`src/rtl/rtc_regbank_pkg.sv`:
```
package rtc_regbank_pkg;
  localparam int unsigned IX_SEC   = 0;
  localparam int unsigned IX_ASEC  = 1;
  localparam int unsigned IX_AMIN  = 3;
  localparam int unsigned IX_AHOUR = 5;
  localparam int unsigned IX_CTLA  = 10;
  localparam int unsigned IX_CTLB  = 11;
  localparam int unsigned IX_STAT  = 12;
  localparam int unsigned IX_VALID = 13;
  localparam int unsigned NUM_TIME = 7;
  localparam int unsigned NUM_ALARM = 3;

  localparam logic [7:0] CTLA_INIT  = 8'h26;
  localparam logic [7:0] CTLB_INIT  = 8'h02;
  localparam logic [7:0] VALID_INIT = 8'h80;
  localparam logic [2:0] OSC_RUN    = 3'b010;

  localparam logic [7:0] EV_ALARM = 8'hA0;
  localparam logic [7:0] EV_UPD   = 8'h90;
  localparam logic [7:0] EV_PER   = 8'hC0;

  // Storage index of the k-th time byte: 0,2,4 then 6,7,8,9
  function automatic int unsigned time_index(int unsigned k);
    return (k < 3) ? 2 * k : k + 3;
  endfunction
endpackage

```
`src/rtl/rtc_uip_timer.sv`:
```
module rtc_uip_timer #(
  parameter int unsigned UIP_CYCLES = 8
) (
  input  logic clk,
  input  logic rst_n,
  input  logic start,
  output logic busy,
  output logic done
);
  localparam int unsigned CW = $clog2(UIP_CYCLES + 1);
  localparam logic [CW-1:0] LAST = CW'(UIP_CYCLES - 1);

  logic          busy_q, busy_d;
  logic [CW-1:0] cnt_q, cnt_d;

  assign busy = busy_q;
  assign done = busy_q && (cnt_q == LAST);

  always_comb begin
    busy_d = busy_q;
    cnt_d  = cnt_q;
    if (done) begin
      busy_d = 1'b0;
      cnt_d  = '0;
    end else if (busy_q) begin
      cnt_d = cnt_q + 1'b1;
    end else if (start) begin
      busy_d = 1'b1;
      cnt_d  = '0;
    end
  end

  always_ff @(posedge clk or negedge rst_n) begin
    if (!rst_n) begin
      busy_q <= 1'b0;
      cnt_q  <= '0;
    end else begin
      busy_q <= busy_d;
      cnt_q  <= cnt_d;
    end
  end

  assert_window_bounded_R8: assert property (@(posedge clk) disable iff (!rst_n)
    busy_q |-> (cnt_q <= LAST));
  assert_done_ends_R8: assert property (@(posedge clk) disable iff (!rst_n)
    done |=> !busy_q);
endmodule

```
`src/rtl/rtc_alarm_cmp.sv`:
```
module rtc_alarm_cmp #(
  parameter int unsigned NUM_FIELDS = 3
) (
  input  logic [NUM_FIELDS*8-1:0] alarm_bytes,
  input  logic [NUM_FIELDS*8-1:0] now_bytes,
  output logic                    hit
);
  logic [NUM_FIELDS-1:0] fld_ok;

  for (genvar i = 0; i < NUM_FIELDS; i++) begin : g_fld
    logic [7:0] al;
    assign al = alarm_bytes[8*i +: 8];
    // Both top bits set turns the field into a wildcard
    assign fld_ok[i] = (al[7:6] == 2'b11) || (al == now_bytes[8*i +: 8]);
  end

  assign hit = &fld_ok;
endmodule

```
`src/rtl/rtc_regbank.sv`:
```
module rtc_regbank
  import rtc_regbank_pkg::*;
#(
  parameter int unsigned DEPTH      = 128,
  parameter int unsigned UIP_CYCLES = 8
) (
  input  logic                  clk,
  input  logic                  rst_n,
  input  logic                  bus_addr,
  input  logic                  bus_wr,
  input  logic                  bus_rd,
  input  logic [7:0]            bus_wdata,
  output logic [7:0]            bus_rdata,
  input  logic                  sec_tick,
  input  logic                  periodic_pulse,
  output logic [3:0]            rate_code,
  input  logic [NUM_TIME*8-1:0] cal_in,
  output logic [NUM_TIME*8-1:0] cal_out,
  output logic                  cal_load,
  output logic                  cal_incr,
  output logic                  irq
);
  localparam int unsigned AW = $clog2(DEPTH);
  localparam logic [AW-1:0] I_CTLA  = AW'(IX_CTLA);
  localparam logic [AW-1:0] I_CTLB  = AW'(IX_CTLB);
  localparam logic [AW-1:0] I_STAT  = AW'(IX_STAT);
  localparam logic [AW-1:0] I_VALID = AW'(IX_VALID);

  logic [7:0]    mem_q [DEPTH];
  logic [7:0]    mem_d [DEPTH];
  logic [AW-1:0] ptr_q, ptr_d;
  logic          load_q, load_d;

  logic wr_ptr, wr_dat, rd_dat;
  logic freeze, osc_run, tick_go;
  logic upd_busy, upd_done, alarm_hit;
  logic ptr_is_time;
  logic [7:0] new_ev;

  assign wr_ptr  = bus_wr && !bus_addr;
  assign wr_dat  = bus_wr && bus_addr;
  assign rd_dat  = bus_rd && bus_addr;
  assign freeze  = mem_q[IX_CTLB][7];
  assign osc_run = (mem_q[IX_CTLA][6:4] == OSC_RUN);
  assign tick_go = sec_tick && osc_run;

  always_comb begin
    ptr_is_time = 1'b0;
    for (int unsigned k = 0; k < NUM_TIME; k++)
      if (ptr_q == AW'(time_index(k))) ptr_is_time = 1'b1;
  end

  rtc_uip_timer #(.UIP_CYCLES(UIP_CYCLES)) u_uip (
    .clk   (clk),
    .rst_n (rst_n),
    .start (tick_go),
    .busy  (upd_busy),
    .done  (upd_done)
  );

  rtc_alarm_cmp #(.NUM_FIELDS(NUM_ALARM)) u_alarm (
    .alarm_bytes ({mem_q[IX_AHOUR], mem_q[IX_AMIN], mem_q[IX_ASEC]}),
    .now_bytes   (cal_in[NUM_ALARM*8-1:0]),
    .hit         (alarm_hit)
  );

  always_comb begin
    new_ev = 8'h00;
    if (upd_done && mem_q[IX_CTLB][5] && alarm_hit) new_ev = new_ev | EV_ALARM;
    if (upd_done && mem_q[IX_CTLB][4])              new_ev = new_ev | EV_UPD;
    if (periodic_pulse && mem_q[IX_CTLB][6] && (mem_q[IX_CTLA][3:0] != 4'd0))
      new_ev = new_ev | EV_PER;
  end

  always_comb begin
    for (int i = 0; i < DEPTH; i++) mem_d[i] = mem_q[i];
    ptr_d  = ptr_q;
    load_d = 1'b0;
    if (wr_ptr) ptr_d = bus_wdata[AW-1:0];
    if (wr_dat) begin
      if (ptr_q == I_CTLA) begin
        mem_d[IX_CTLA] = {mem_q[IX_CTLA][7], bus_wdata[6:0]};
      end else if (ptr_q == I_CTLB) begin
        if (bus_wdata[7]) mem_d[IX_CTLA][7] = 1'b0;
        if (freeze && !bus_wdata[7]) load_d = 1'b1;
        mem_d[IX_CTLB] = bus_wdata;
      end else if (ptr_q != I_STAT && ptr_q != I_VALID) begin
        mem_d[ptr_q] = bus_wdata;
        if (ptr_is_time && !freeze) load_d = 1'b1;
      end
    end
    if (tick_go && !upd_busy && !freeze) mem_d[IX_CTLA][7] = 1'b1;
    if (upd_done) begin
      if (!freeze)
        for (int unsigned k = 0; k < NUM_TIME; k++)
          mem_d[time_index(k)] = cal_in[8*k +: 8];
      mem_d[IX_CTLA][7] = 1'b0;
    end
    mem_d[IX_STAT] = ((rd_dat && ptr_q == I_STAT) ? 8'h00 : mem_q[IX_STAT]) | new_ev;
  end

  always_ff @(posedge clk or negedge rst_n) begin
    if (!rst_n) begin
      for (int i = 0; i < DEPTH; i++) mem_q[i] <= 8'h00;
      mem_q[IX_CTLA]  <= CTLA_INIT;
      mem_q[IX_CTLB]  <= CTLB_INIT;
      mem_q[IX_VALID] <= VALID_INIT;
      ptr_q  <= '0;
      load_q <= 1'b0;
    end else begin
      for (int i = 0; i < DEPTH; i++) mem_q[i] <= mem_d[i];
      ptr_q  <= ptr_d;
      load_q <= load_d;
    end
  end

  for (genvar k = 0; k < NUM_TIME; k++) begin : g_out
    assign cal_out[8*k +: 8] = mem_q[time_index(k)];
  end

  assign bus_rdata = bus_addr ? mem_q[ptr_q] : 8'hFF;
  assign rate_code = mem_q[IX_CTLA][3:0];
  assign cal_load  = load_q;
  assign cal_incr  = tick_go;
  assign irq       = mem_q[IX_STAT][7];

  assert_uip_readonly_R3: assert property (@(posedge clk) disable iff (!rst_n)
    (wr_dat && ptr_q == I_CTLA && !tick_go && !upd_done)
      |=> (mem_q[IX_CTLA][7] == $past(mem_q[IX_CTLA][7])));
  assert_freeze_release_load_R4: assert property (@(posedge clk) disable iff (!rst_n)
    (wr_dat && ptr_q == I_CTLB && freeze && !bus_wdata[7]) |=> cal_load);
  assert_status_clear_R5: assert property (@(posedge clk) disable iff (!rst_n)
    (rd_dat && ptr_q == I_STAT && new_ev == 8'h00) |=> !irq);
  assert_valid_ignored_R5: assert property (@(posedge clk) disable iff (!rst_n)
    (wr_dat && ptr_q == I_VALID) |=> $stable(mem_q[IX_VALID]));
  assert_time_load_R6: assert property (@(posedge clk) disable iff (!rst_n)
    (wr_dat && ptr_is_time && !freeze) |=> cal_load);
  assert_uip_cleared_R8: assert property (@(posedge clk) disable iff (!rst_n)
    upd_done |=> !mem_q[IX_CTLA][7]);
  assert_alarm_flag_R9: assert property (@(posedge clk) disable iff (!rst_n)
    (upd_done && mem_q[IX_CTLB][5] && alarm_hit) |=> (mem_q[IX_STAT][5] && irq));
  assert_update_irq_R10: assert property (@(posedge clk) disable iff (!rst_n)
    (upd_done && mem_q[IX_CTLB][4]) |=> irq);
endmodule

```
`config.mk`:
```
export PLATFORM = sky130hd
export DESIGN_NAME = rtc_regbank
export DESIGN_NICKNAME = d
export VERILOG_FILES = /design/src/rtl/rtc_regbank_pkg.sv /design/src/rtl/rtc_uip_timer.sv /design/src/rtl/rtc_alarm_cmp.sv /design/src/rtl/rtc_regbank.sv
export SDC_FILE = /design/constraint.sdc
export NUM_CORES = 2
export LEC_CHECK = 0
export ABC_AREA = 1
export BUFFER_PORTS_ARGS = -buffer_cell sky130_fd_sc_hd__buf_2
export CORE_MARGIN = 2
export CORE_UTILIZATION = 40
export DETAILED_ROUTE_END_ITERATION = 7
export PLACE_DENSITY = 0.57
export SLEW_MARGIN = 5
export SYNTH_ARGS = -nofsm -noshare
export SYNTH_HDL_FRONTEND = slang
export SYNTH_SLANG_ARGS = --single-unit
```
`constraint.sdc`:
```
create_clock -name clk -period 4.41 [get_ports clk]
set_input_delay 0.2205 -clock clk [delete_from_list [all_inputs] [get_ports clk]]
set_output_delay 0.2205 -clock clk [all_outputs]
set_load 0.02 [all_outputs]
```
==> impl_results.md <==
- Mux contribution to synthesized area: 0.001040
- DR DRC count: 0
- GR Layer Usage met1: 0.3804
- H-tree lvl count: 3
- Num CTS Buffers: 114
- Tightest Hold Check Type: in2reg
- Fmax: 225.2 MHz
- 1st-iter DRT viols: 4612
- Core Footprint: 119700 µm²
- Fillers: 12010
- Synth Area per Inst: 7.689 µm²
- Unrepaired setup endpoints after global routing: no
- Max-slew violation count: 0
- Post-synth EDFFs: 0
- Vias in the first global route: 39630
- Gate Count Post-Synth: 6260
- Area after DPL: 49900 µm²
- Final #Nets: 6281
- Synth warnings: 0
- Sink Count: 1033
- Worst relative slew slack: 0.2335
- Max Root-Sink Buffers: 3
- Crit Path Category: reg2out
- Pleak: 26.12 nW
- Tot GR Track Use: 0.2676
- FFs w/ async S/R, synth: 1.000
- Wire per inst: 20.87 µm
- Finish-stage setup viols: 1
- Post-synth top area share: 0.5344
- Status: finished, violations left
- Met3 Resource Use GR: 0.03934
- Die area: 123100 µm²
- Crit end category: output pin
- PwrDens: 458.1 nW/µm²
- Met2 Use GR: 0.4232
- Via count: 42300
- Hold Path Cell Cnt: 3
- Detailed placer's ending HPWL: 102.1 mm
- Ports: 142
- Worst R2R Setup Slack: 0.81 ns
- First-pass GRT wire length: 252.7 mm
- Count of different cell masters after synthesis: 40
- Design Area, Final: 54580 µm²
- Die Span Y: 350.9 µm
- Measured slew at the worst slew-check pin: 1.149 ns
- Non-filler cells, final: 7920
- CP Launch Type: flop
- DR vias/cell: 5.341
- ANT cells: 0
- Gr busiest metal: met2
- Synthesized cell area: 48130 µm²
- Drt first pass iters: 6
- Maximum fanout along the worst path: 30
- Placer Congestion: 0.8785
- RR Startpoint: ptr_q[2]
- Final period util: 1.007
- Slack of the critical path: -0.03085 ns
- Share of cells above drive strength 1: 0.07911
- Worst vdd ir: 0.0003037 V
- CTS clock-pin slew for the worst setup and hold paths: 0.06 ns
- Largest net degree at the start of global routing: 101
- Failing checks: negative setup slack
- Initial antenna violation count: 3
- Dpl ws: 0.6199 ns
- Post-synthesis xor/xnor area fraction: 0.002547
- Worst EP required: 4.19 ns
- Post-synthesis compound-gate area fraction: 0.1250
- Final ANT Viol Nets: 0
- CTS tree: yes
- Worst-skew pair later-pin latency: 0.73 ns
- Clk_skew: 0.03871 ns
- CP startpoint: ptr_q[2]
- Fin crit period: 4.441 ns
- Rows: 127
- Reg2reg path depth: 12
- Total of max-cap violations: 0
- Syn nets: 6332
- Adder-cell share of the synthesized area: 0.0002599
- Top_reg_cell synth: dfrtp_1
- Main combinational cell family by area after synthesis: simple AND/OR/NAND/NOR gates
- Root Driver: clkbuf_16
- Initial core utilization: 0.4023
- Register area share after synthesis: 0.5372
- Placed Instances: 7623
- Hold endpoint: cal_out[42]
- Seq cells post-synth: 1033
- HP Start: bus_wdata[2]
- Gr ovfl total: 0
- Post-Synth Simple-Gate Area: 0.2793
- Leading post-synthesis cells by cell area: dfrtp_1 (53%), nand2_1 (22%), o21ai_0 (10%)
- Synth area leader: dfrtp_1
- Post-route setup TNS: -0.03085 ns
- Power Total: 25.00 mW
- Final hold violations: 0
- Port bufs: 141
- Layout area overhead: 13.40%
- Routed wire length: 165.3 mm
- Die width: 350.9 µm
- Arrival time at the worst endpoint: 4.22 ns
- Reg2reg end: cal_out[51]
==> report_power, final <==
part           switching (mW)  internal [mW]
Sequential              0.633           10.4
Clock                    4.14           5.68
Combinational            2.94           1.20
Total                    7.71           17.3
==> logic make-up (layout without fill, tap and decap cells) <==
| logic type | count (synthesis) | count (layout) |
|---|---|---|
| XOR/XNOR | 14 | 14 |
| AO/OA/AOI/OAI | 1172 | 1172 |
| AND/OR/NAND/NOR | 3413 | 3414 |
| multiplexers | 5 | 5 |
| adder cells (fa/ha/maj) | 1 | 1 |
| flip-flops | 1033 | 1033 |
| buffers and inverters | 622 | 669 |
==> layout make-up <==
| class | count | area (µm²) | area share |
|---|---|---|---|
| well taps | 1612 | 2017 | 0.03695 |
| repair buffers | 319 | 2555 | 0.04681 |
| clock inverters | 43 | 466.7 | 0.008550 |
| inverters | 135 | 539.3 | 0.009879 |
| flip-flops and latches | 1033 | 25870 | 0.4739 |
| clock buffers | 172 | 3401 | 0.06230 |
| multi-input cells | 4606 | 19740 | 0.3616 |
==> per-stage QoR <==
step	utilization	hold WS (ns)
after floorplan	-	-0.07509
after global placement	0.4170	0.3582
after detailed placement	0.4170	0.3586
after CTS	0.4562	0.0001503
after global routing	0.4562	0.03828
final	0.4562	0.05317
==> worst max path at each step <==
stage / to / slack [ns] / cells after the start
6_report: bus_rdata[5] / -0.03 / 10
5_1_grt: bus_rdata[5] / 0.007 / 12
4_1_cts: bus_rdata[5] / 0.17 / 12
3_5_place_dp: bus_rdata[2] / 0.62 / 10
3_3_place_gp: bus_rdata[2] / 0.69 / 10
2_1_floorplan: bus_rdata[1] / 2.21 / 13
==> per-layer routing <==
metal	routed length [µm]	vias to the layer above
met5	18	-
met4	4848	2
li1	-	19880
met2	74480	1587
met3	12090	283
met1	73890	20550
==> cell usage in the layout, fill, tap and decap left out, drive strengths merged, types with 10 or more instances in the layout <==
cell / n
a21oi: 88
a22oi: 10
a31oi: 43
buf: 238
clkbuf: 172
clkinv: 33
dfrtp: 1028
dlygate4sd3: 81
inv: 138
nand2: 2891
nand3: 149
nand4: 77
nor2: 278
o211ai: 15
o21ai: 1004
==> worst max-delay path, stage by stage, from the launching register on <==
cell and delay [ns]:
dfrtp_1 0.65, inv_1 0.59, nor2_4 0.06, buf_4 0.33
nand2_1 0.16, nand2_1 0.06, o21ai_0 0.33, nand3_1 0.25
nor2_1 0.48, nand2_1 0.30, buf_2 0.24
==> synth_stat cells (2+ instances only) <==
cell type	n
nand2_1	2885
dfrtp_1	1028
o21ai_0	1004
clkbuf_1	361
nor2_1	269
nand3_1	148
inv_1	127
a21oi_1	88
nand4_1	77
buf_4	67
a31oi_1	43
buf_1	29
buf_2	29
o211ai_1	15
a22oi_1	10
xnor2_1	9
nor2_2	7
inv_2	6
nor4_4	6
o21a_1	6
dfstp_2	5
mux2i_1	5
nand2_2	5
xor2_1	5
nor3_4	4
nor3_1	3
clkinv_1	2
nor3_2	2
o22ai_1	2
o31ai_1	2
or2_2	2
==> timing repair <==
action / in CTS / in global routing
setup buffers: 0 / 0
endpoints found under the setup margin: 3 / 0
hold endpoints to repair: 141 / 0
gates resized for setup: 1 / 0
hold buffers: 81 / 0
(Power assumes the default switching activity.)
